File: src/rtl/reglist_pkg.sv
package reglist_pkg;
  localparam int REG_AW = 6;
  localparam int NFLAG  = 7;
  // flag positions (status bits 16+k, enable bits 2+k)
  localparam int F_RD   = 0;
  localparam int F_DB   = 1;
  localparam int F_HP   = 2;
  localparam int F_LP   = 3;
  localparam int F_FRM  = 4;
  localparam int F_DISP = 5;
  localparam int F_BUS  = 6;
  localparam logic [REG_AW-1:0] A_CTL = 6'h00;
  localparam logic [REG_AW-1:0] A_DBB = 6'h10;
  localparam logic [REG_AW-1:0] A_DBC = 6'h14;
  localparam logic [REG_AW-1:0] A_SBB = 6'h18;
  localparam logic [REG_AW-1:0] A_SBC = 6'h1C;
  localparam logic [REG_AW-1:0] A_ERR = 6'h20;
  typedef enum logic [1:0] {L_HP, L_LP, L_DB} list_e;
  typedef enum logic [2:0] {S_IDLE, S_PICK, S_FRAME, S_RV_REQ, S_RV_WAIT,
                            S_RO_REQ, S_RO_WAIT, S_WR} seq_st_e;
endpackage

File: src/rtl/reglist_regs.sv
module reglist_regs
  import reglist_pkg::*;
#(
  parameter int AW = 32,
  parameter int DW = 32,
  parameter int CW = 16
) (
  input  logic              clk,
  input  logic              rst_n,
  input  logic              we_i,
  input  logic [REG_AW-1:0] addr_i,
  input  logic [DW-1:0]     wdata_i,
  output logic [DW-1:0]     rdata_o,
  input  logic [NFLAG-1:0]  evt_i,
  input  logic              clr_en_i,
  input  logic [DW-1:0]     err_addr_i,
  output logic              go_o,
  output logic              arb_o,
  output logic [AW-1:0]     db_base_o,
  output logic [CW-1:0]     db_cnt_o,
  output logic [AW-1:0]     sb_base_o,
  output logic [CW-1:0]     hp_cnt_o,
  output logic [CW-1:0]     lp_cnt_o,
  output logic              irq_o
);
  logic             en_q, en_d, arb_q, arb_d, irq_q, irq_d;
  logic [NFLAG-1:0] ien_q, ien_d, sts_q, sts_d;
  logic [AW-1:0]    dbb_q, dbb_d, sbb_q, sbb_d;
  logic [CW-1:0]    dbc_q, dbc_d, hpc_q, hpc_d, lpc_q, lpc_d;
  logic [DW-1:0]    err_q, err_d;
  logic             wr_ctl, cfg_ok;
  logic             unused_bits;

  assign unused_bits = ^wdata_i;

  always_comb begin
    wr_ctl = we_i && (addr_i == A_CTL);
    cfg_ok = we_i && !en_q;
    go_o   = wr_ctl && wdata_i[0] && !en_q;
    en_d   = en_q;
    if (go_o)          en_d = 1'b1;
    else if (clr_en_i) en_d = 1'b0;
    arb_d  = (wr_ctl && !en_q) ? wdata_i[1] : arb_q;
    ien_d  = wr_ctl ? wdata_i[2+NFLAG-1:2] : ien_q;
    sts_d  = (sts_q & ~(wr_ctl ? wdata_i[16+NFLAG-1:16] : '0)) | evt_i;
    dbb_d  = (cfg_ok && addr_i == A_DBB) ? wdata_i[AW-1:0] : dbb_q;
    sbb_d  = (cfg_ok && addr_i == A_SBB) ? wdata_i[AW-1:0] : sbb_q;
    dbc_d  = (cfg_ok && addr_i == A_DBC) ? wdata_i[CW-1:0] : dbc_q;
    hpc_d  = (cfg_ok && addr_i == A_SBC) ? wdata_i[CW-1:0] : hpc_q;
    lpc_d  = (cfg_ok && addr_i == A_SBC) ? wdata_i[16+CW-1:16] : lpc_q;
    err_d  = evt_i[F_BUS] ? err_addr_i : err_q;
    irq_d  = |(sts_q & ien_q);
  end

  always_ff @(posedge clk or negedge rst_n) begin
    if (!rst_n) begin
      en_q <= 1'b0; arb_q <= 1'b0; irq_q <= 1'b0;
      ien_q <= '0; sts_q <= '0;
      dbb_q <= '0; sbb_q <= '0; dbc_q <= '0; hpc_q <= '0; lpc_q <= '0;
      err_q <= '0;
    end else begin
      en_q <= en_d; arb_q <= arb_d; irq_q <= irq_d;
      ien_q <= ien_d; sts_q <= sts_d;
      dbb_q <= dbb_d; sbb_q <= sbb_d; dbc_q <= dbc_d; hpc_q <= hpc_d; lpc_q <= lpc_d;
      err_q <= err_d;
    end
  end

  always_comb begin
    rdata_o = '0;
    unique case (addr_i)
      A_CTL: begin
        rdata_o[0] = en_q;
        rdata_o[1] = arb_q;
        rdata_o[2+NFLAG-1:2]   = ien_q;
        rdata_o[16+NFLAG-1:16] = sts_q;
      end
      A_DBB: rdata_o[AW-1:0] = dbb_q;
      A_DBC: rdata_o[CW-1:0] = dbc_q;
      A_SBB: rdata_o[AW-1:0] = sbb_q;
      A_SBC: begin
        rdata_o[CW-1:0]     = hpc_q;
        rdata_o[16+CW-1:16] = lpc_q;
      end
      A_ERR: rdata_o = err_q;
      default: rdata_o = '0;
    endcase
  end

  assign arb_o     = arb_q;
  assign db_base_o = dbb_q;
  assign sb_base_o = sbb_q;
  assign db_cnt_o  = dbc_q;
  assign hp_cnt_o  = hpc_q;
  assign lp_cnt_o  = lpc_q;
  assign irq_o     = irq_q;

  AST_CFG_LOCKED: assert property (@(posedge clk) disable iff (!rst_n)
    $past(en_q) |-> ($stable(dbb_q) && $stable(sbb_q) && $stable(dbc_q) && $stable(hpc_q) && $stable(lpc_q)));
  AST_RUN_CLEARS: assert property (@(posedge clk) disable iff (!rst_n)
    clr_en_i |=> !en_q);
  AST_IRQ_MASKED: assert property (@(posedge clk) disable iff (!rst_n)
    (wr_ctl && wdata_i[2+NFLAG-1:2] == '0) |-> ##2 !irq_o);
  for (genvar k = 0; k < NFLAG; k++) begin : g_flag_chk
    AST_FLAG_SOURCE: assert property (@(posedge clk) disable iff (!rst_n)
      $rose(sts_q[k]) |-> $past(evt_i[k]));
  end
endmodule

File: src/rtl/reglist_seq.sv
module reglist_seq
  import reglist_pkg::*;
#(
  parameter int AW = 32,
  parameter int DW = 32,
  parameter int CW = 16
) (
  input  logic             clk,
  input  logic             rst_n,
  input  logic             go_i,
  input  logic             arb_i,
  input  logic [AW-1:0]    db_base_i,
  input  logic [CW-1:0]    db_cnt_i,
  input  logic [AW-1:0]    sb_base_i,
  input  logic [CW-1:0]    hp_cnt_i,
  input  logic [CW-1:0]    lp_cnt_i,
  input  logic             frame_i,
  input  logic             disp_i,
  output logic             mem_req_o,
  output logic [AW-1:0]    mem_addr_o,
  input  logic             mem_rvalid_i,
  input  logic [DW-1:0]    mem_rdata_i,
  input  logic             mem_rerr_i,
  output logic             wr_en_o,
  output logic [DW-1:0]    wr_addr_o,
  output logic [DW-1:0]    wr_data_o,
  input  logic             wr_err_i,
  output logic [NFLAG-1:0] evt_o,
  output logic             clr_en_o,
  output logic [DW-1:0]    err_addr_o
);
  localparam int ENTRY_B = 8;
  localparam int WORD_B  = 4;

  seq_st_e       st_q, st_d;
  list_e         cur_q, cur_d, pick_id;
  logic [1:0]    step_q, step_d;
  logic [AW-1:0] ptr_q, ptr_d, pick_base;
  logic [CW-1:0] left_q, left_d, pick_cnt;
  logic [DW-1:0] val_q, val_d, ofs_q, ofs_d;
  logic          sb_busy;

  always_comb begin
    unique case (step_q)
      2'd0:    pick_id = arb_i ? L_LP : L_HP;
      2'd1:    pick_id = arb_i ? L_HP : L_LP;
      default: pick_id = L_DB;
    endcase
    unique case (pick_id)
      L_HP: begin pick_cnt = hp_cnt_i; pick_base = sb_base_i; end
      L_LP: begin pick_cnt = lp_cnt_i; pick_base = sb_base_i + (AW'(hp_cnt_i) << 3); end
      default: begin pick_cnt = db_cnt_i; pick_base = db_base_i; end
    endcase
  end

  always_comb begin
    st_d = st_q; cur_d = cur_q; step_d = step_q; ptr_d = ptr_q;
    left_d = left_q; val_d = val_q; ofs_d = ofs_q;
    evt_o = '0; clr_en_o = 1'b0; mem_req_o = 1'b0; wr_en_o = 1'b0;
    sb_busy = (cur_q != L_DB) && (st_q inside {S_RV_REQ, S_RV_WAIT, S_RO_REQ, S_RO_WAIT, S_WR});
    evt_o[F_FRM]  = sb_busy && frame_i && (db_cnt_i != '0);
    evt_o[F_DISP] = sb_busy && disp_i;
    unique case (st_q)
      S_IDLE: if (go_i) begin step_d = 2'd0; st_d = S_PICK; end
      S_PICK: begin
        if (step_q == 2'd3) begin
          clr_en_o = 1'b1;
          st_d     = S_IDLE;
        end else if (pick_cnt == '0) begin
          step_d = step_q + 2'd1;
        end else begin
          cur_d  = pick_id;
          ptr_d  = pick_base;
          left_d = pick_cnt;
          st_d   = (pick_id == L_DB) ? S_FRAME : S_RV_REQ;
        end
      end
      S_FRAME:  if (frame_i) st_d = S_RV_REQ;
      S_RV_REQ: begin mem_req_o = 1'b1; st_d = S_RV_WAIT; end
      S_RO_REQ: begin mem_req_o = 1'b1; st_d = S_RO_WAIT; end
      S_RV_WAIT, S_RO_WAIT: if (mem_rvalid_i) begin
        if (mem_rerr_i) begin
          evt_o[F_RD] = 1'b1; clr_en_o = 1'b1; st_d = S_IDLE;
        end else if (st_q == S_RV_WAIT) begin
          val_d = mem_rdata_i; st_d = S_RO_REQ;
        end else begin
          ofs_d = mem_rdata_i; st_d = S_WR;
        end
      end
      S_WR: begin
        wr_en_o = 1'b1;
        if (wr_err_i) begin
          evt_o[F_BUS] = 1'b1; clr_en_o = 1'b1; st_d = S_IDLE;
        end else begin
          left_d = left_q - 1'b1;
          ptr_d  = ptr_q + AW'(ENTRY_B);
          if (left_q == CW'(1)) begin
            unique case (cur_q)
              L_HP:    evt_o[F_HP] = 1'b1;
              L_LP:    evt_o[F_LP] = 1'b1;
              default: evt_o[F_DB] = 1'b1;
            endcase
            step_d = step_q + 2'd1;
            st_d   = S_PICK;
          end else begin
            st_d = S_RV_REQ;
          end
        end
      end
      default: st_d = S_IDLE;
    endcase
  end

  always_ff @(posedge clk or negedge rst_n) begin
    if (!rst_n) begin
      st_q <= S_IDLE; cur_q <= L_HP; step_q <= '0; ptr_q <= '0;
      left_q <= '0; val_q <= '0; ofs_q <= '0;
    end else begin
      st_q <= st_d; cur_q <= cur_d; step_q <= step_d; ptr_q <= ptr_d;
      left_q <= left_d; val_q <= val_d; ofs_q <= ofs_d;
    end
  end

  assign mem_addr_o = (st_q == S_RO_REQ) ? ptr_q + AW'(WORD_B) : ptr_q;
  assign wr_addr_o  = ofs_q;
  assign wr_data_o  = val_q;
  assign err_addr_o = ofs_q;

  AST_LEFT_NONZERO: assert property (@(posedge clk) disable iff (!rst_n)
    (st_q == S_WR) |-> (left_q != '0));
  AST_REQ_SINGLE: assert property (@(posedge clk) disable iff (!rst_n)
    mem_req_o |=> !mem_req_o);
  AST_OFS_THEN_WRITE: assert property (@(posedge clk) disable iff (!rst_n)
    (st_q == S_RO_WAIT && mem_rvalid_i && !mem_rerr_i) |=> wr_en_o);
  AST_DB_AFTER_FRAME: assert property (@(posedge clk) disable iff (!rst_n)
    (st_q == S_FRAME && !frame_i) |=> !wr_en_o);
endmodule

File: src/rtl/reglist_loader.sv
module reglist_loader
  import reglist_pkg::*;
#(
  parameter int AW = 32,
  parameter int DW = 32,
  parameter int CW = 16
) (
  input  logic              clk,
  input  logic              rst_n,
  input  logic              cfg_we,
  input  logic [REG_AW-1:0] cfg_addr,
  input  logic [DW-1:0]     cfg_wdata,
  output logic [DW-1:0]     cfg_rdata,
  input  logic              frame_start,
  input  logic              display_active,
  output logic              rd_req,
  output logic [AW-1:0]     rd_addr,
  input  logic              rd_valid,
  input  logic [DW-1:0]     rd_data,
  input  logic              rd_err,
  output logic              wr_en,
  output logic [DW-1:0]     wr_addr,
  output logic [DW-1:0]     wr_data,
  input  logic              wr_err,
  output logic              irq
);
  logic [1:0]       rs_q;
  logic             rst_i_n;
  logic             go, arb, clr_en;
  logic [AW-1:0]    db_base, sb_base;
  logic [CW-1:0]    db_cnt, hp_cnt, lp_cnt;
  logic [NFLAG-1:0] evt;
  logic [DW-1:0]    err_addr;

  always_ff @(posedge clk or negedge rst_n) begin
    if (!rst_n) rs_q <= 2'b00;
    else        rs_q <= {rs_q[0], 1'b1};
  end
  assign rst_i_n = rs_q[1];

  reglist_regs #(.AW(AW), .DW(DW), .CW(CW)) u_regs (
    .clk(clk), .rst_n(rst_i_n), .we_i(cfg_we), .addr_i(cfg_addr),
    .wdata_i(cfg_wdata), .rdata_o(cfg_rdata), .evt_i(evt), .clr_en_i(clr_en),
    .err_addr_i(err_addr), .go_o(go), .arb_o(arb), .db_base_o(db_base),
    .db_cnt_o(db_cnt), .sb_base_o(sb_base), .hp_cnt_o(hp_cnt),
    .lp_cnt_o(lp_cnt), .irq_o(irq)
  );

  reglist_seq #(.AW(AW), .DW(DW), .CW(CW)) u_seq (
    .clk(clk), .rst_n(rst_i_n), .go_i(go), .arb_i(arb),
    .db_base_i(db_base), .db_cnt_i(db_cnt), .sb_base_i(sb_base),
    .hp_cnt_i(hp_cnt), .lp_cnt_i(lp_cnt), .frame_i(frame_start),
    .disp_i(display_active), .mem_req_o(rd_req), .mem_addr_o(rd_addr),
    .mem_rvalid_i(rd_valid), .mem_rdata_i(rd_data), .mem_rerr_i(rd_err),
    .wr_en_o(wr_en), .wr_addr_o(wr_addr), .wr_data_o(wr_data),
    .wr_err_i(wr_err), .evt_o(evt), .clr_en_o(clr_en), .err_addr_o(err_addr)
  );

  AST_IDLE_AFTER_RESET: assert property (@(posedge clk) disable iff (!rst_i_n)
    $rose(rst_i_n) |-> (!rd_req && !wr_en && !irq));
endmodule

File: config.mk
export PLATFORM = sky130hd
export DESIGN_NAME = reglist_loader
export DESIGN_NICKNAME = d
export VERILOG_FILES = /design/src/rtl/reglist_pkg.sv /design/src/rtl/reglist_regs.sv /design/src/rtl/reglist_seq.sv /design/src/rtl/reglist_loader.sv
export SDC_FILE = /design/constraint.sdc
export NUM_CORES = 1
export LEC_CHECK = 0
export CAP_MARGIN = 20
export CORE_MARGIN = 10
export CORE_UTILIZATION = 56
export DETAILED_ROUTE_END_ITERATION = 8
export PLACE_DENSITY = 0.89
export SLEW_MARGIN = 10
export SYNTH_ARGS = -nofsm -noshare
export SYNTH_HDL_FRONTEND = slang
export SYNTH_SLANG_ARGS = --single-unit
File: constraint.sdc
create_clock -name clk -period 10.56 [get_ports clk]
set_clock_uncertainty 0.15 [all_clocks]
set_input_delay 2.112 -clock clk [delete_from_list [all_inputs] [get_ports clk]]
set_output_delay 2.112 -clock clk [all_outputs]
set_load 0.01 [all_outputs]
==> qor.yml <==
layout:
  drive_above_1_share_pct: 18.8
  final_area_um2: 19000
  areaGrowthSynthToFinish_pct: 21.5
  final_common_cell: "dfrtp_1"
  nets: 1818
  final_cell_mix: "281 x dfrtp_1, 229 x mux2_2, 207 x clkdlybuf4s50_1"
routing:
  wl_per_cell_um: 26.2
  dr_total_vias: 14200
  postRouteAntennaNets: 0
  vias_per_cell: 6.73
  wirelength_um: 55500
  drc: 0
  first_pass_iters: 8
  first_iter_violations: 2325
worst_setup_path:
  cp_data_required_time_ps: 8300
  crit_end: "cfg_rdata[26]"
  crit_path_start_kind: "input port"
  arrival_ps: 5330
  ff2ff_setup_slack_ps: 6310
  rr_endpoint: "u_seq.ptr_q[18]"
  r2r_cells: 11
  critical_path_class: "input port to primary output"
  end_kind: "primary output"
  cp-startpoint: "cfg_addr[3]"
  path_max_fanout: 36
  reg2reg_from: "u_seq.step_q[0]"
floorplanning:
  core_um2: 27700
  fp.dieArea_um2: 35000
  std_cell_rows: 61
  fp.dieW_um: 187
  die_h_um: 187
  io_pins: 209
  initial_utilization_pct: 56.5
yosys:
  synth_edf_count: 0
  synth.distinct_cells: 71
  synth_area_um2: 15700
  synth_top_family_by_area: "multiplexers"
  synth_nets: 1651
  synthMuxAreaShare_pct: 19.6
  synth-xor-area-share_pct: 2.57
  synth_compound_area_share_pct: 14.0
  yosys.area_share.simple_pct: 13.5
  async_flop_share_pct: 100
  yosys_warnings: 0
  synth.yosys.seq_area_share_pct: 45.1
  ys_ff_latch: 282
  postSynthCellCount: 1548
  yosys.area_share.adder_pct: 2.05
  synthFlopType: "dfrtp_1"
  avgSynthCellArea_um2: 10.1
cts:
  post_cts_buffers: 0
  cts.sinks: 282
  clkTransAtPathRegs_ps: 60
  postCtsHoldBufs: 0
  cts_tree: "yes"
  cts_buffers: 29
  cts_resized: 0
  clockBufferDepth: 3
  h-tree-depth: 1
  clk_latency_ps: 570
  cts-root-buf: "clkbuf_16"
power:
  power.density_nw_per_um2: 255
  leakage_nw: 8.14
  power_frac_seq_pct: 38.4
  pwr-share-comb_pct: 39.6
  swShare_pct: 39.3
  cellInternalPower_mw: 2.94
  vdd_drop_max_uv: 197
  clkPwrFrac_pct: 22.0
  power_switching_mw: 1.90
sta:
  finalHoldViolations: 0
  setup_violations: 0
  tns_ps: 0
  fmax_mhz: 132
  fin_crit_sh_pct: 71.9
  slew_headroom_pct: 30.4
  worstMarginPinSlew_ps: 1040
  fin_crit_ps: 7590
  rsz0062_at_grt: "no"
  slew_violations: 0
hold_path:
  hold_path_depth: 0
  worstHoldStart: "rs_q[0]"
  min_path_type: "flip-flop to flip-flop"
flow_run:
  cap_viol_max_count: 0
placed_design:
  port_buffers: 208
  dp_hpwl_um: 39200
  dpl_cell_area_um2: 18100
  place_congestion: 0.979
status:
  status: "finished, final reports clean"
grt:
  grt_pass1_wl_um: 84900
  grt_use_total_pct: 30.4
  antenna_found_initial: 7
  grt-ovfl-total: 0
  grt_max_degree: 187
  grt_pass1_vias: 13900
[per-stage QoR]
step	worst slack, ps	instances	power [mW]	hold WS (ps)	utilization (%)
after floorplan	1970	1548	2.82	181	-
after global placement	2840	2061	3.63	186	65.1
after detailed placement	3160	2062	3.71	193	65.2
after CTS	3080	2116	4.79	207	68.7
after global routing	2850	2116	5.06	210	68.7
final	2970	2117	4.84	204	68.7
[per-layer routing]
metal  up-vias  wire length [um]  global-route usage (%)
met1      6902             20200                    37.7
met5         -                76                       0
met4        10              2870                    12.5
met2      1087             24800                    47.7
met3       229              7480                    10.3
li1       6021                 -                       -
[synth_stat cells, drive strengths merged (3+ instances only)]
master / number / area share, %
o31ai: 3 / 0.14
a22oi: 26 / 1.2
o21a: 4 / 0.19
o211ai: 14 / 0.67
nor2: 113 / 2.7
ha: 24 / 1.9
or4: 14 / 0.67
buf: 20 / 0.61
nand2: 164 / 3.9
inv: 30 / 0.72
nand3: 45 / 1.4
a221oi: 6 / 0.34
o221ai: 11 / 0.62
mux2: 229 / 16
o21bai: 5 / 0.24
and3: 8 / 0.32
nand4: 17 / 0.68
or2: 8 / 0.32
a311oi: 9 / 0.50
nand3b: 3 / 0.14
a41oi: 3 / 0.17
nor3b: 5 / 0.24
dfrtp: 282 / 45
nand2b: 11 / 0.44
mux4: 3 / 0.43
a211oi: 13 / 0.62
xor2: 24 / 1.3
o21ai: 76 / 2.4
o41ai: 3 / 0.17
and2: 5 / 0.20
a31oi: 20 / 0.80
a21oi: 88 / 2.9
clkbuf: 76 / 1.8
mux2i: 42 / 2.7
a22o: 7 / 0.39
nor3: 31 / 0.99
o22ai: 19 / 0.76
nor4: 11 / 0.44
or3: 9 / 0.39
o32ai: 5 / 0.28
o31a: 3 / 0.17
xnor2: 22 / 1.2
o32a: 3 / 0.19
[area by class of cell]
type / count / area [um^2]
clock buffers: 38 / 800
flip-flops and latches: 282 / 7060
well taps: 378 / 473
repair buffers: 232 / 2270
fillers: 1944 / 8680
diodes: 1 / 2.50
clock inverters: 16 / 170
multi-input cells: 1140 / 8130
inverters: 30 / 113
[kinds of logic after synthesis]
family,after synthesis
buffers and inverters,126
AND/OR/NAND/NOR,455
flip-flops,282
multiplexers,274
adder cells (fa/ha/maj),25
other,1
XOR/XNOR,46
AO/OA/AOI/OAI,339
[state kept, by name (all words and copies together), names as in the netlist, 16 cells and up]
signal,cells
u_regs.err_q,32
u_regs.db_cnt_o,16
u_seq.wr_data_o,32
u_seq.left_q,16
u_regs.hp_cnt_o,16
u_seq.ptr_q,32
u_regs.db_base_o,32
u_regs.lp_cnt_o,16
u_regs.sb_base_o,32
u_seq.err_addr_o,32
[power by group through the flow]
stage	sequential, mW	clock (mW)	combinational [mW]
3_5_place_dp	1.84	0	1.87
6_report	1.86	1.07	1.92
5_1_grt	1.88	1.11	2.06
4_1_cts	1.83	1.06	1.89
2_1_floorplan	1.72	0	1.10
3_3_place_gp	1.82	0	1.81
[critical path: stages]
cell             delay [ps]
clkdlybuf4s50_1         410
buf_4                   280
nor2_1                  210
nand2_1                 510
nor2_1                  740
buf_6                   260
nand2_1                  70
o21ai_0                 100
clkdlybuf4s50_1         620
[worst min-delay path by stage]
stage | to | slack (ps)
after floorplan | rs_q[1] | 180
after global placement | rs_q[1] | 190
after detailed placement | rs_q[1] | 190
after CTS | rs_q[1] | 210
after global routing | rs_q[1] | 210
final | rs_q[1] | 200
Power figures use the tool's default switching activity.
